**src/rtl/evt_tmr_pkg.sv**
```systemverilog
package evt_tmr_pkg;
  localparam int unsigned OFS_GCFG  = 'h04;
  localparam int unsigned OFS_ISTAT = 'h08;
  localparam int unsigned OFS_CCFG  = 'h10;
  localparam int unsigned OFS_CNT   = 'h18;
  localparam int unsigned OFS_CMP   = 'h20;

  typedef struct packed {
    logic arm;
    logic per;
    logic lvl;
    logic ien;
  } ccfg_t;
endpackage

```
**src/rtl/evt_tmr_counter.sv**
```systemverilog
module evt_tmr_counter #(
  parameter int unsigned CNT_W = 64
) (
  input  logic             clk,
  input  logic             rst_n,
  input  logic             run_i,
  output logic [CNT_W-1:0] cnt_o
);
  logic [CNT_W-1:0] cnt_q, cnt_n;

  always_comb begin
    cnt_n = cnt_q;
    if (run_i) cnt_n = cnt_q + CNT_W'(1);
  end

  always_ff @(posedge clk or negedge rst_n) begin
    if (!rst_n) cnt_q <= '0;
    else        cnt_q <= cnt_n;
  end

  assign cnt_o = cnt_q;
endmodule

```
**src/rtl/evt_tmr_channel.sv**
```systemverilog
module evt_tmr_channel #(
  parameter int unsigned CNT_W = 64,
  parameter int unsigned BUS_W = 32,
  localparam int unsigned HALVES = CNT_W / BUS_W
) (
  input  logic              clk,
  input  logic              rst_n,
  input  logic              run_i,
  input  logic [CNT_W-1:0]  cnt_i,
  input  logic              periodic_i,
  input  logic [HALVES-1:0] wr_half_i,
  input  logic              ld_tgt_i,
  input  logic [BUS_W-1:0]  wdata_i,
  output logic [CNT_W-1:0]  tgt_o,
  output logic [CNT_W-1:0]  per_o,
  output logic              match_o
);
  logic [CNT_W-1:0] tgt_q, tgt_n, per_q, per_n;
  logic [CNT_W-1:0] tgt_wr, per_wr;
  logic             tgt_load;

  assign match_o  = run_i && (cnt_i == tgt_q);
  assign tgt_load = ld_tgt_i && (|wr_half_i);

  for (genvar i = 0; i < HALVES; i++) begin : g_half
    assign per_wr[i*BUS_W +: BUS_W] = wr_half_i[i] ? wdata_i : per_q[i*BUS_W +: BUS_W];
    assign tgt_wr[i*BUS_W +: BUS_W] = wr_half_i[i] ? wdata_i : tgt_q[i*BUS_W +: BUS_W];
  end

  always_comb begin
    per_n = per_wr;
    tgt_n = tgt_q;
    if (tgt_load)                    tgt_n = tgt_wr;
    else if (match_o && periodic_i)  tgt_n = tgt_q + per_q;
  end

  always_ff @(posedge clk or negedge rst_n) begin
    if (!rst_n) begin
      tgt_q <= '0;
      per_q <= '0;
    end else begin
      tgt_q <= tgt_n;
      per_q <= per_n;
    end
  end

  assign tgt_o = tgt_q;
  assign per_o = per_q;
endmodule

```
**src/rtl/evt_tmr_irq.sv**
```systemverilog
module evt_tmr_irq (
  input  logic clk,
  input  logic rst_n,
  input  logic match_i,
  input  logic ien_i,
  input  logic lvl_i,
  input  logic clr_i,
  output logic stat_o,
  output logic irq_o
);
  logic stat_q, stat_n, pulse_q, pulse_n;

  always_comb begin
    stat_n = stat_q;
    if (match_i)    stat_n = 1'b1;
    else if (clr_i) stat_n = 1'b0;
    pulse_n = match_i && ien_i && !lvl_i;
  end

  always_ff @(posedge clk or negedge rst_n) begin
    if (!rst_n) begin
      stat_q  <= 1'b0;
      pulse_q <= 1'b0;
    end else begin
      stat_q  <= stat_n;
      pulse_q <= pulse_n;
    end
  end

  assign stat_o = stat_q;
  assign irq_o  = lvl_i ? (stat_q && ien_i) : pulse_q;
endmodule

```
**src/rtl/evt_timer.sv**
```systemverilog
module evt_timer
  import evt_tmr_pkg::*;
#(
  parameter int unsigned CNT_W  = 64,
  parameter int unsigned BUS_W  = 32,
  parameter int unsigned ADDR_W = 6
) (
  input  logic              clk,
  input  logic              rst_n,
  input  logic              bus_wr,
  input  logic [ADDR_W-1:0] bus_addr,
  input  logic [BUS_W-1:0]  bus_wdata,
  output logic [BUS_W-1:0]  bus_rdata,
  output logic              irq_o
);
  localparam int unsigned HALVES = CNT_W / BUS_W;
  localparam int unsigned STEP   = BUS_W / 8;

  logic [1:0]        rst_sync;
  logic              rst_s;
  logic              run_q, run_n;
  ccfg_t             ccfg_q, ccfg_n;
  logic [HALVES-1:0] wr_half;
  logic              ld_tgt, match, stat, clr;
  logic [CNT_W-1:0]  cnt, tgt, per;

  always_ff @(posedge clk or negedge rst_n) begin
    if (!rst_n) rst_sync <= 2'b00;
    else        rst_sync <= {rst_sync[0], 1'b1};
  end
  assign rst_s = rst_sync[1];

  for (genvar i = 0; i < HALVES; i++) begin : g_dec
    assign wr_half[i] = bus_wr && (bus_addr == ADDR_W'(OFS_CMP + STEP*i));
  end

  assign clr    = bus_wr && (bus_addr == ADDR_W'(OFS_ISTAT)) && bus_wdata[0];
  assign ld_tgt = ccfg_q.arm || !ccfg_q.per;

  always_comb begin
    run_n  = run_q;
    ccfg_n = ccfg_q;
    if (bus_wr && (bus_addr == ADDR_W'(OFS_GCFG))) run_n = bus_wdata[0];
    if (bus_wr && (bus_addr == ADDR_W'(OFS_CCFG))) ccfg_n = ccfg_t'(bus_wdata[3:0]);
    else if (|wr_half)                             ccfg_n.arm = 1'b0;
  end

  always_ff @(posedge clk or negedge rst_s) begin
    if (!rst_s) begin
      run_q  <= 1'b0;
      ccfg_q <= '0;
    end else begin
      run_q  <= run_n;
      ccfg_q <= ccfg_n;
    end
  end

  evt_tmr_counter #(.CNT_W(CNT_W)) u_cnt (
    .clk(clk), .rst_n(rst_s), .run_i(run_q), .cnt_o(cnt)
  );

  evt_tmr_channel #(.CNT_W(CNT_W), .BUS_W(BUS_W)) u_chan (
    .clk(clk), .rst_n(rst_s), .run_i(run_q), .cnt_i(cnt),
    .periodic_i(ccfg_q.per), .wr_half_i(wr_half), .ld_tgt_i(ld_tgt),
    .wdata_i(bus_wdata), .tgt_o(tgt), .per_o(per), .match_o(match)
  );

  evt_tmr_irq u_irq (
    .clk(clk), .rst_n(rst_s), .match_i(match), .ien_i(ccfg_q.ien),
    .lvl_i(ccfg_q.lvl), .clr_i(clr), .stat_o(stat), .irq_o(irq_o)
  );

  always_comb begin
    bus_rdata = '0;
    if (bus_addr == ADDR_W'(OFS_GCFG))  bus_rdata[0]   = run_q;
    if (bus_addr == ADDR_W'(OFS_ISTAT)) bus_rdata[0]   = stat;
    if (bus_addr == ADDR_W'(OFS_CCFG))  bus_rdata[3:0] = ccfg_q;
    for (int i = 0; i < int'(HALVES); i++) begin
      if (bus_addr == ADDR_W'(OFS_CNT + STEP*i)) bus_rdata = cnt[i*BUS_W +: BUS_W];
      if (bus_addr == ADDR_W'(OFS_CMP + STEP*i)) bus_rdata = tgt[i*BUS_W +: BUS_W];
    end
  end
endmodule

```
**config.mk**
```make
export PLATFORM = sky130hd
export DESIGN_NAME = evt_timer
export DESIGN_NICKNAME = d
export VERILOG_FILES = /design/src/rtl/evt_tmr_pkg.sv /design/src/rtl/evt_tmr_counter.sv /design/src/rtl/evt_tmr_channel.sv /design/src/rtl/evt_tmr_irq.sv /design/src/rtl/evt_timer.sv
export SDC_FILE = /design/constraint.sdc
export NUM_CORES = 1
export LEC_CHECK = 0
export ABC_AREA = 1
export BUFFER_PORTS_ARGS = -buffer_cell sky130_fd_sc_hd__clkbuf_2
export CORE_UTILIZATION = 58
export CTS_CLUSTER_SIZE = 12
export DETAILED_ROUTE_END_ITERATION = 16
export PLACE_DENSITY = 0.81
export SYNTH_ARGS = -nofsm -noshare
export SYNTH_HDL_FRONTEND = slang
export SYNTH_SLANG_ARGS = --single-unit
```
**constraint.sdc**
```tcl
create_clock -name clk -period 6.21 [get_ports clk]
set_input_delay 0.621 -clock clk [delete_from_list [all_inputs] [get_ports clk]]
set_output_delay 0.621 -clock clk [all_outputs]
set_load 0.02 [all_outputs]
```
==> results of run 1 <==
## routing by layer
layer	track usage	routed length, microns	vias to the layer above
li1	-	-	8669
met1	0.5820	25110	8708
met2	0.7454	30100	1374
met3	0.1101	8679	348
met4	0.3544	6130	0
met5	0	0	-
## area by class of cell
type / count / area [sq um]
Antenna cell: 2 / 5.005
Clock buffer: 32 / 670.6
Clock inverter: 11 / 125.1
Fill cell: 2670 / 10270
Inverter: 531 / 1994
Multi-Input combinational cell: 1979 / 9597
Sequential cell: 201 / 5034
Tap cell: 384 / 480.5
Timing Repair Buffer: 82 / 447.9
## Yosys cell counts, drive strengths merged, types with 4 or more instances
cell        n
a21oi     129
nor3       47
nand3     126
nand4      41
dfrtp     201
buf        23
ha         64
clkbuf     26
nor2      250
a221o       4
o21ai     156
xnor2      16
o22ai      11
o2111ai     7
o221ai     20
nor4       12
xor2       65
or2         5
inv       529
nand2    1014
## how the worst max path moves through the flow
| stage | slack [ns] | start | depth (start not counted) | to |
|---|---|---|---|---|
| 6_report | 2.96 | u_chan.tgt_o[6] | 12 | u_chan.tgt_o[45] |
| 5_1_grt | 2.71 | bus_addr[1] | 12 | u_chan.tgt_o[17] |
| 4_1_cts | 3.09 | bus_addr[1] | 13 | u_chan.tgt_o[45] |
| 3_5_place_dp | 2.55 | bus_addr[1] | 13 | u_chan.tgt_o[45] |
| 3_3_place_gp | 2.64 | bus_addr[1] | 13 | u_chan.tgt_o[48] |
| 2_1_floorplan | 0.19 | rst_sync[1] | 0 | ccfg_q[0] |
## logic make-up (layout without fill, tap and decap cells)
logic type	after synthesis	after routing	synth area share
compound gates	332	332	0.1076
xor+xnor	81	81	0.04210
fa+ha+maj	65	65	0.04871
buf+inv	580	656	0.1324
flops	201	201	0.2985
other cells	1	3	0.0002226
simple gates	1500	1500	0.3705
## worst max-delay path: stages (launching register included)
cell and delay (ns):
dfrtp_1 0.53, nand2_1 0.24, o21ai_0 0.26, nor2_1 0.16, nand2_1 0.07, nor2_1 0.10, nand2_1 0.06, nor2_2 0.21
nand4_4 0.44, nand2_4 0.59, inv_1 0.25, nand2_1 0.12, nand2_1 0.06
## layout by cell type, fill, tap and decap left out, drive strengths merged, types with 2 or more instances in the layout
| master | count |
|---|---|
| a21oi | 129 |
| a221o | 4 |
| and3 | 2 |
| buf | 8 |
| bufinv | 2 |
| clkbuf | 105 |
| clkinv | 9 |
| clkinvlp | 2 |
| dfrtp | 201 |
| diode | 2 |
| ha | 64 |
| inv | 529 |
| nand2 | 1014 |
| nand3 | 126 |
| nand3b | 2 |
| nand4 | 41 |
| nor2 | 250 |
| nor3 | 47 |
| nor4 | 12 |
| o2111ai | 7 |
| o211ai | 2 |
| o21ai | 156 |
| o221ai | 20 |
| o22ai | 11 |
| or2 | 5 |
| xnor2 | 16 |
| xor2 | 65 |
## per-stage QoR
stage,setup slack (ns),hold WS (ns)
5_1_grt,2.713,0.3619
3_3_place_gp,2.645,0.3410
3_5_place_dp,2.549,0.3418
2_1_floorplan,0.1942,0.3254
4_1_cts,3.091,0.3418
6_report,2.961,0.3469
## sequential cells by signal (all words and copies together), names as in the netlist
register,flops
rst_sync,2
ccfg_q,4
u_chan.per_o,64
run_q,1
u_irq.stat_o,1
u_irq.pulse_q,1
u_cnt.cnt_o,64
u_chan.tgt_o,64
## power by group through the flow
stage / clock [W] / sequential (W) / combinational, W
after floorplan: 0 / 0.00149 / 0.000755
after global placement: 0 / 0.00152 / 0.00109
after detailed placement: 0 / 0.00152 / 0.00111
after CTS: 0.00144 / 0.00150 / 0.00112
after global routing: 0.00150 / 0.00151 / 0.00128
final: 0.00145 / 0.00151 / 0.00118
## what timing repair did
action                    4_1_cts  5_1_grt
hold buffers                    1        0
hold endpoints to repair        2        0
resized for setup               0        0
==> impl_metrics.env, run 1 <==
export IMPL_grt_use_total=0.4799
export IMPL_status="finished, final reports clean"
export IMPL_p_seq_frac=0.364
export IMPL_synth_yosys_seq_area_share=0.2985
export IMPL_rr_endpoint="u_chan.tgt_o[45]"
export IMPL_stdcell_count=3222
export IMPL_dieArea_sq_um=29740
export IMPL_firstDrtPassIters=6
export IMPL_hp_class="input port to flip-flop"
export IMPL_fin_area_sq_um=18350
export IMPL_fp_dieH_microns=172.4
export IMPL_synth_distinct_cells=48
export IMPL_p_switching_w=0.001558
export IMPL_synth_nets=2866
export IMPL_power_w=0.004135
export IMPL_final_util=0.6412
export IMPL_synthArstFlopShare=1.000
export IMPL_cts_made_buffers=24
export IMPL_r2r_start="u_chan.tgt_o[6]"
export IMPL_cp_max_fo=43
export IMPL_rsz0062_at_grt="no"
export IMPL_num_vias=19100
export IMPL_hold_violations=0
export IMPL_grt_pass1_wl_microns=103800
export IMPL_p_clk_frac=0.351
export IMPL_die_x_microns=172.4
export IMPL_port_buffer_count=73
export IMPL_min_path_cells=3
export IMPL_ys_flop_type="dfrtp_1"
export IMPL_netlist_area_leader_share=0.2985
export IMPL_worstRegToRegCells=12
export IMPL_cap_violations=0
export IMPL_crit_type="flip-flop to flip-flop"
export IMPL_combPwrFrac=0.284
export IMPL_timing_reg2reg_setup_slack_ns=2.96
export IMPL_synth_ff_latch_count=201
export IMPL_finalCritPeriodShare=0.5232
export IMPL_drtIter0Drc=2674
export IMPL_hold_start="bus_wdata[8]"
export IMPL_antenna_found_initial=1
export IMPL_postSynthCellCount=2760
export IMPL_cp_arrival_ns=3.68
export IMPL_switching_share=0.3769
export IMPL_ir_drop_mv=0.2181
export IMPL_slew_headroom=0.2774
export IMPL_startpoint_type="flip-flop"
export IMPL_synth_area_sq_um=16850
export IMPL_avgSynthCellArea_sq_um=6.105
export IMPL_grt_overflow=0
export IMPL_routed_via_density=5.928
export IMPL_rows=62
export IMPL_dp_hpwl_microns=55920
export IMPL_cts_setup_buffers=0
export IMPL_grt_pass1_vias=17790
export IMPL_yosys_warnings=0
export IMPL_tns_ns=0
export IMPL_core_area_sq_um=28630
export IMPL_p_per_area_nw_per_um2=225.3
export IMPL_timing_fmax_ghz=0.3078
export IMPL_dp_cells=3176
export IMPL_wl_per_cell_microns=21.73
export IMPL_yosysTopAreaCell="dfrtp_1"
export IMPL_fin_crit_ns=3.249
export IMPL_drive_gt1_frac=0.06876
export IMPL_place_area_sq_um=17540
export IMPL_setup_viol=0
export IMPL_clockBufferDepth=3
export IMPL_grt_max_degree=143
export IMPL_hold_end="u_chan.per_o[8]"
export IMPL_final_max_slew_violation_count=0
export IMPL_drtAntennaViolNets=0
export IMPL_totalWireLength_microns=70020
export IMPL_internal_power_w=0.002576
export IMPL_crit_path_end_kind="flip-flop"
export IMPL_clock_latency_ns=0.56
export IMPL_p_leak_nw=10.56
export IMPL_start_util=0.5886
export IMPL_skew_ns=0.01389
export IMPL_synth_area_leaders="dfrtp_1 (30%), nand2_1 (22%), inv_1 (11%)"
export IMPL_tightest_slew_ns=1.076
export IMPL_cts_root_buf="clkbuf_16"
export IMPL_gp_congestion=1.138
export IMPL_io_pins=74
export IMPL_synth_edf_count=0
export IMPL_cp_data_required_time_ns=6.65
export IMPL_cts_clk_slew_worst_paths_ns=0.06
export IMPL_syn_to_final_growth_pct=8.926
export IMPL_htreeDepth=1
export IMPL_drc=0
export IMPL_final_nets=2925
export IMPL_cts_sinks=201
export IMPL_cts_tree="built"
Note: power is estimated with default switching activity, not from simulation.
==> run 2: changes to the inputs <==
--- a/config.mk
+++ b/config.mk
@@ -7,10 +7,10 @@
 export LEC_CHECK = 0
 export ABC_AREA = 1
 export BUFFER_PORTS_ARGS = -buffer_cell sky130_fd_sc_hd__clkbuf_2
-export CORE_UTILIZATION = 58
+export CORE_UTILIZATION = 64
 export CTS_CLUSTER_SIZE = 12
 export DETAILED_ROUTE_END_ITERATION = 16
-export PLACE_DENSITY = 0.81
+export PLACE_DENSITY = 0.84
 export SYNTH_ARGS = -nofsm -noshare
 export SYNTH_HDL_FRONTEND = slang
 export SYNTH_SLANG_ARGS = --single-unit
==> constraint.sdc (replaced) <==
create_clock -name clk -period 3.1 [get_ports clk]
set_input_delay 0.31 -clock clk [delete_from_list [all_inputs] [get_ports clk]]
set_output_delay 0.31 -clock clk [all_outputs]
set_load 0.02 [all_outputs]
==> run 2 against run 1 <==
Worst setup slack worse by 2.9 ns; worst hold slack worse by 0.33 ns; routed wire length is 0.81% lower; clock power is 110% higher; cell count is 1.2% lower; via count is 1.2% higher; sequential power is 100% higher; sequential share of layout area is 0.14 points lower; global-route usage is 4.2 points higher; highest routed layer is now met5.
==> impl_metrics.env, run 2 (synthesis gave the netlist of run 1 again) <==
export IMPL_place_area_sq_um=17600
export IMPL_antenna_found_initial=1
export IMPL_dp_cells=3139
export IMPL_startpoint_type="flip-flop"
export IMPL_tightest_slew_ns=0.8586
export IMPL_grt_use_total=0.5216
export IMPL_htreeDepth=1
export IMPL_rows=59
export IMPL_stdcell_count=3184
export IMPL_crit_path_end_kind="flip-flop"
export IMPL_port_buffer_count=73
export IMPL_drtAntennaViolNets=0
export IMPL_grt_pass1_wl_microns=103300
export IMPL_p_leak_nw=10.65
export IMPL_cts_clk_slew_worst_paths_ns=0.06
export IMPL_cts_sinks=201
export IMPL_cap_violations=0
export IMPL_slowest_delay_ns=0.48
export IMPL_finalCritPeriodShare=0.9895
export IMPL_diodes=0
export IMPL_cts_tree="built"
export IMPL_hp_class="input port to flip-flop"
export IMPL_core_area_sq_um=25910
export IMPL_hold_end="u_chan.per_o[7]"
export IMPL_cp_max_fo=4
export IMPL_whs_ns=0.01298
export IMPL_timing_reg2reg_setup_slack_ns=0.03
export IMPL_num_vias=19330
export IMPL_routed_via_density=6.072
export IMPL_hold_start="bus_wdata[7]"
export IMPL_dieArea_sq_um=26980
export IMPL_crit_path_top_delay_cell="fa_1"
export IMPL_clockBufferDepth=3
export IMPL_rsz0062_at_grt="no"
export IMPL_setup_viol=0
export IMPL_fp_dieH_microns=164.3
export IMPL_skew_ns=0.01842
export IMPL_drtIter0Drc=2797
export IMPL_start_util=0.6503
export IMPL_cp_arrival_ns=3.55
export IMPL_fin_area_sq_um=18450
export IMPL_power_w=0.008415
export IMPL_p_per_area_nw_per_um2=456.2
export IMPL_ir_drop_mv=0.5197
export IMPL_final_nets=2938
export IMPL_drive_gt1_frac=0.07371
export IMPL_crit_type="flip-flop to flip-flop"
export IMPL_die_x_microns=164.3
export IMPL_fin_crit_ns=3.067
export IMPL_rr_endpoint="u_chan.tgt_o[56]"
export IMPL_final_cell_mix="nand2_1 (1,006), inv_1 (507), nor2_1 (230)"
export IMPL_cts_setup_buffers=0
export IMPL_worstRegToRegCells=13
export IMPL_grt_pass1_vias=17810
export IMPL_grt_overflow=0
export IMPL_syn_to_final_growth_pct=9.475
export IMPL_path_cells="ha_1, fa_1, nand3_1, nand3_1, nand2_1, nand2_1, nand2_1, nand3_1, nand3_1, nand2_1, nand2_1, nand3_1, a21oi_1"
export IMPL_slew_headroom=0.4276
export IMPL_clock_latency_ns=0.56
export IMPL_gp_congestion=1.242
export IMPL_dp_hpwl_microns=54160
export IMPL_r2r_start="u_chan.tgt_o[0]"
export IMPL_cp_data_required_time_ns=3.59
export IMPL_layout_commonest_cell="nand2_1"
export IMPL_final_max_slew_violation_count=0
export IMPL_drc=0
export IMPL_cts_root_buf="clkbuf_16"
export IMPL_io_pins=74
export IMPL_status="finished, final reports clean"
export IMPL_grt_max_degree=64
export IMPL_hold_violations=0
export IMPL_min_path_cells=3
export IMPL_firstDrtPassIters=6
export IMPL_tns_ns=0
export IMPL_totalWireLength_microns=69450
export IMPL_wl_per_cell_microns=21.81
export IMPL_timing_fmax_ghz=0.3260
export IMPL_cts_made_buffers=25
==> run 2: how the worst max path moves through the flow <==
stage / startpoint / end / slack (ns) / depth (start not counted)
floorplan: u_chan.tgt_o[0] / u_chan.tgt_o[16] / 0.96 / 13
global placement: u_chan.tgt_o[0] / u_chan.tgt_o[56] / 0.24 / 13
CTS: u_chan.tgt_o[0] / u_chan.tgt_o[38] / 0.23 / 15
global route: u_chan.tgt_o[0] / u_chan.tgt_o[56] / 0.003 / 13
detailed placement: u_chan.tgt_o[0] / u_chan.tgt_o[38] / 0.26 / 15
finish: u_chan.tgt_o[0] / u_chan.tgt_o[56] / 0.03 / 13
==> run 2: what timing repair did <==
| action | in CTS | in global routing |
|---|---|---|
| resized for setup | 0 | 1 |
| hold endpoints to repair | 2 | 0 |
| hold buffers | 1 | 0 |
| endpoints found under the setup margin | 0 | 1 |
==> run 2: layer usage <==
metal  track usage  vias up  share of wire  routed length, microns
li1              -     8693              -                       -
met1        0.6303     8718           0.35                   24050
met2        0.7582     1505           0.41                   28420
met3        0.1818      412           0.15                   10390
met4        0.3948        4          0.094                    6531
met5       0.01894        -        0.00096                      67
==> run 2: area by class of cell <==
| cell class | instances | area, sq um |
|---|---|---|
| Tap cell | 335 | 419.2 |
| Timing Repair Buffer | 94 | 563.0 |
| Sequential cell | 201 | 5034 |
| Multi-Input combinational cell | 1979 | 9602 |
| Clock inverter | 11 | 128.9 |
| Inverter | 531 | 1994 |
| Clock buffer | 33 | 705.7 |
| Fill cell | 2353 | 7465 |
==> run 2: stage by stage <==
stage,setup slack (ns),util
after floorplan,0.9587,-
after global placement,0.2438,0.6791
after detailed placement,0.2561,0.6791
after CTS,0.2318,0.7117
after global routing,0.003459,0.7119
final,0.03261,0.7119
==> run 2: power breakdown <==
group          internal (W)  leakage (nW)  switching (W)
logic              0.000701          7.83        0.00162
clock network       0.00177         0.410        0.00129
registers           0.00279          2.41       0.000245
==> run 2: critical path, delay by kind of cell, from the launching register on <==
kind                       cells  cell delay [ns]
AOI/OAI and AO/OA              1             0.20
adders and majority gates      2             0.76
and+or+nand+nor               10             1.60
DFF                            1             0.41
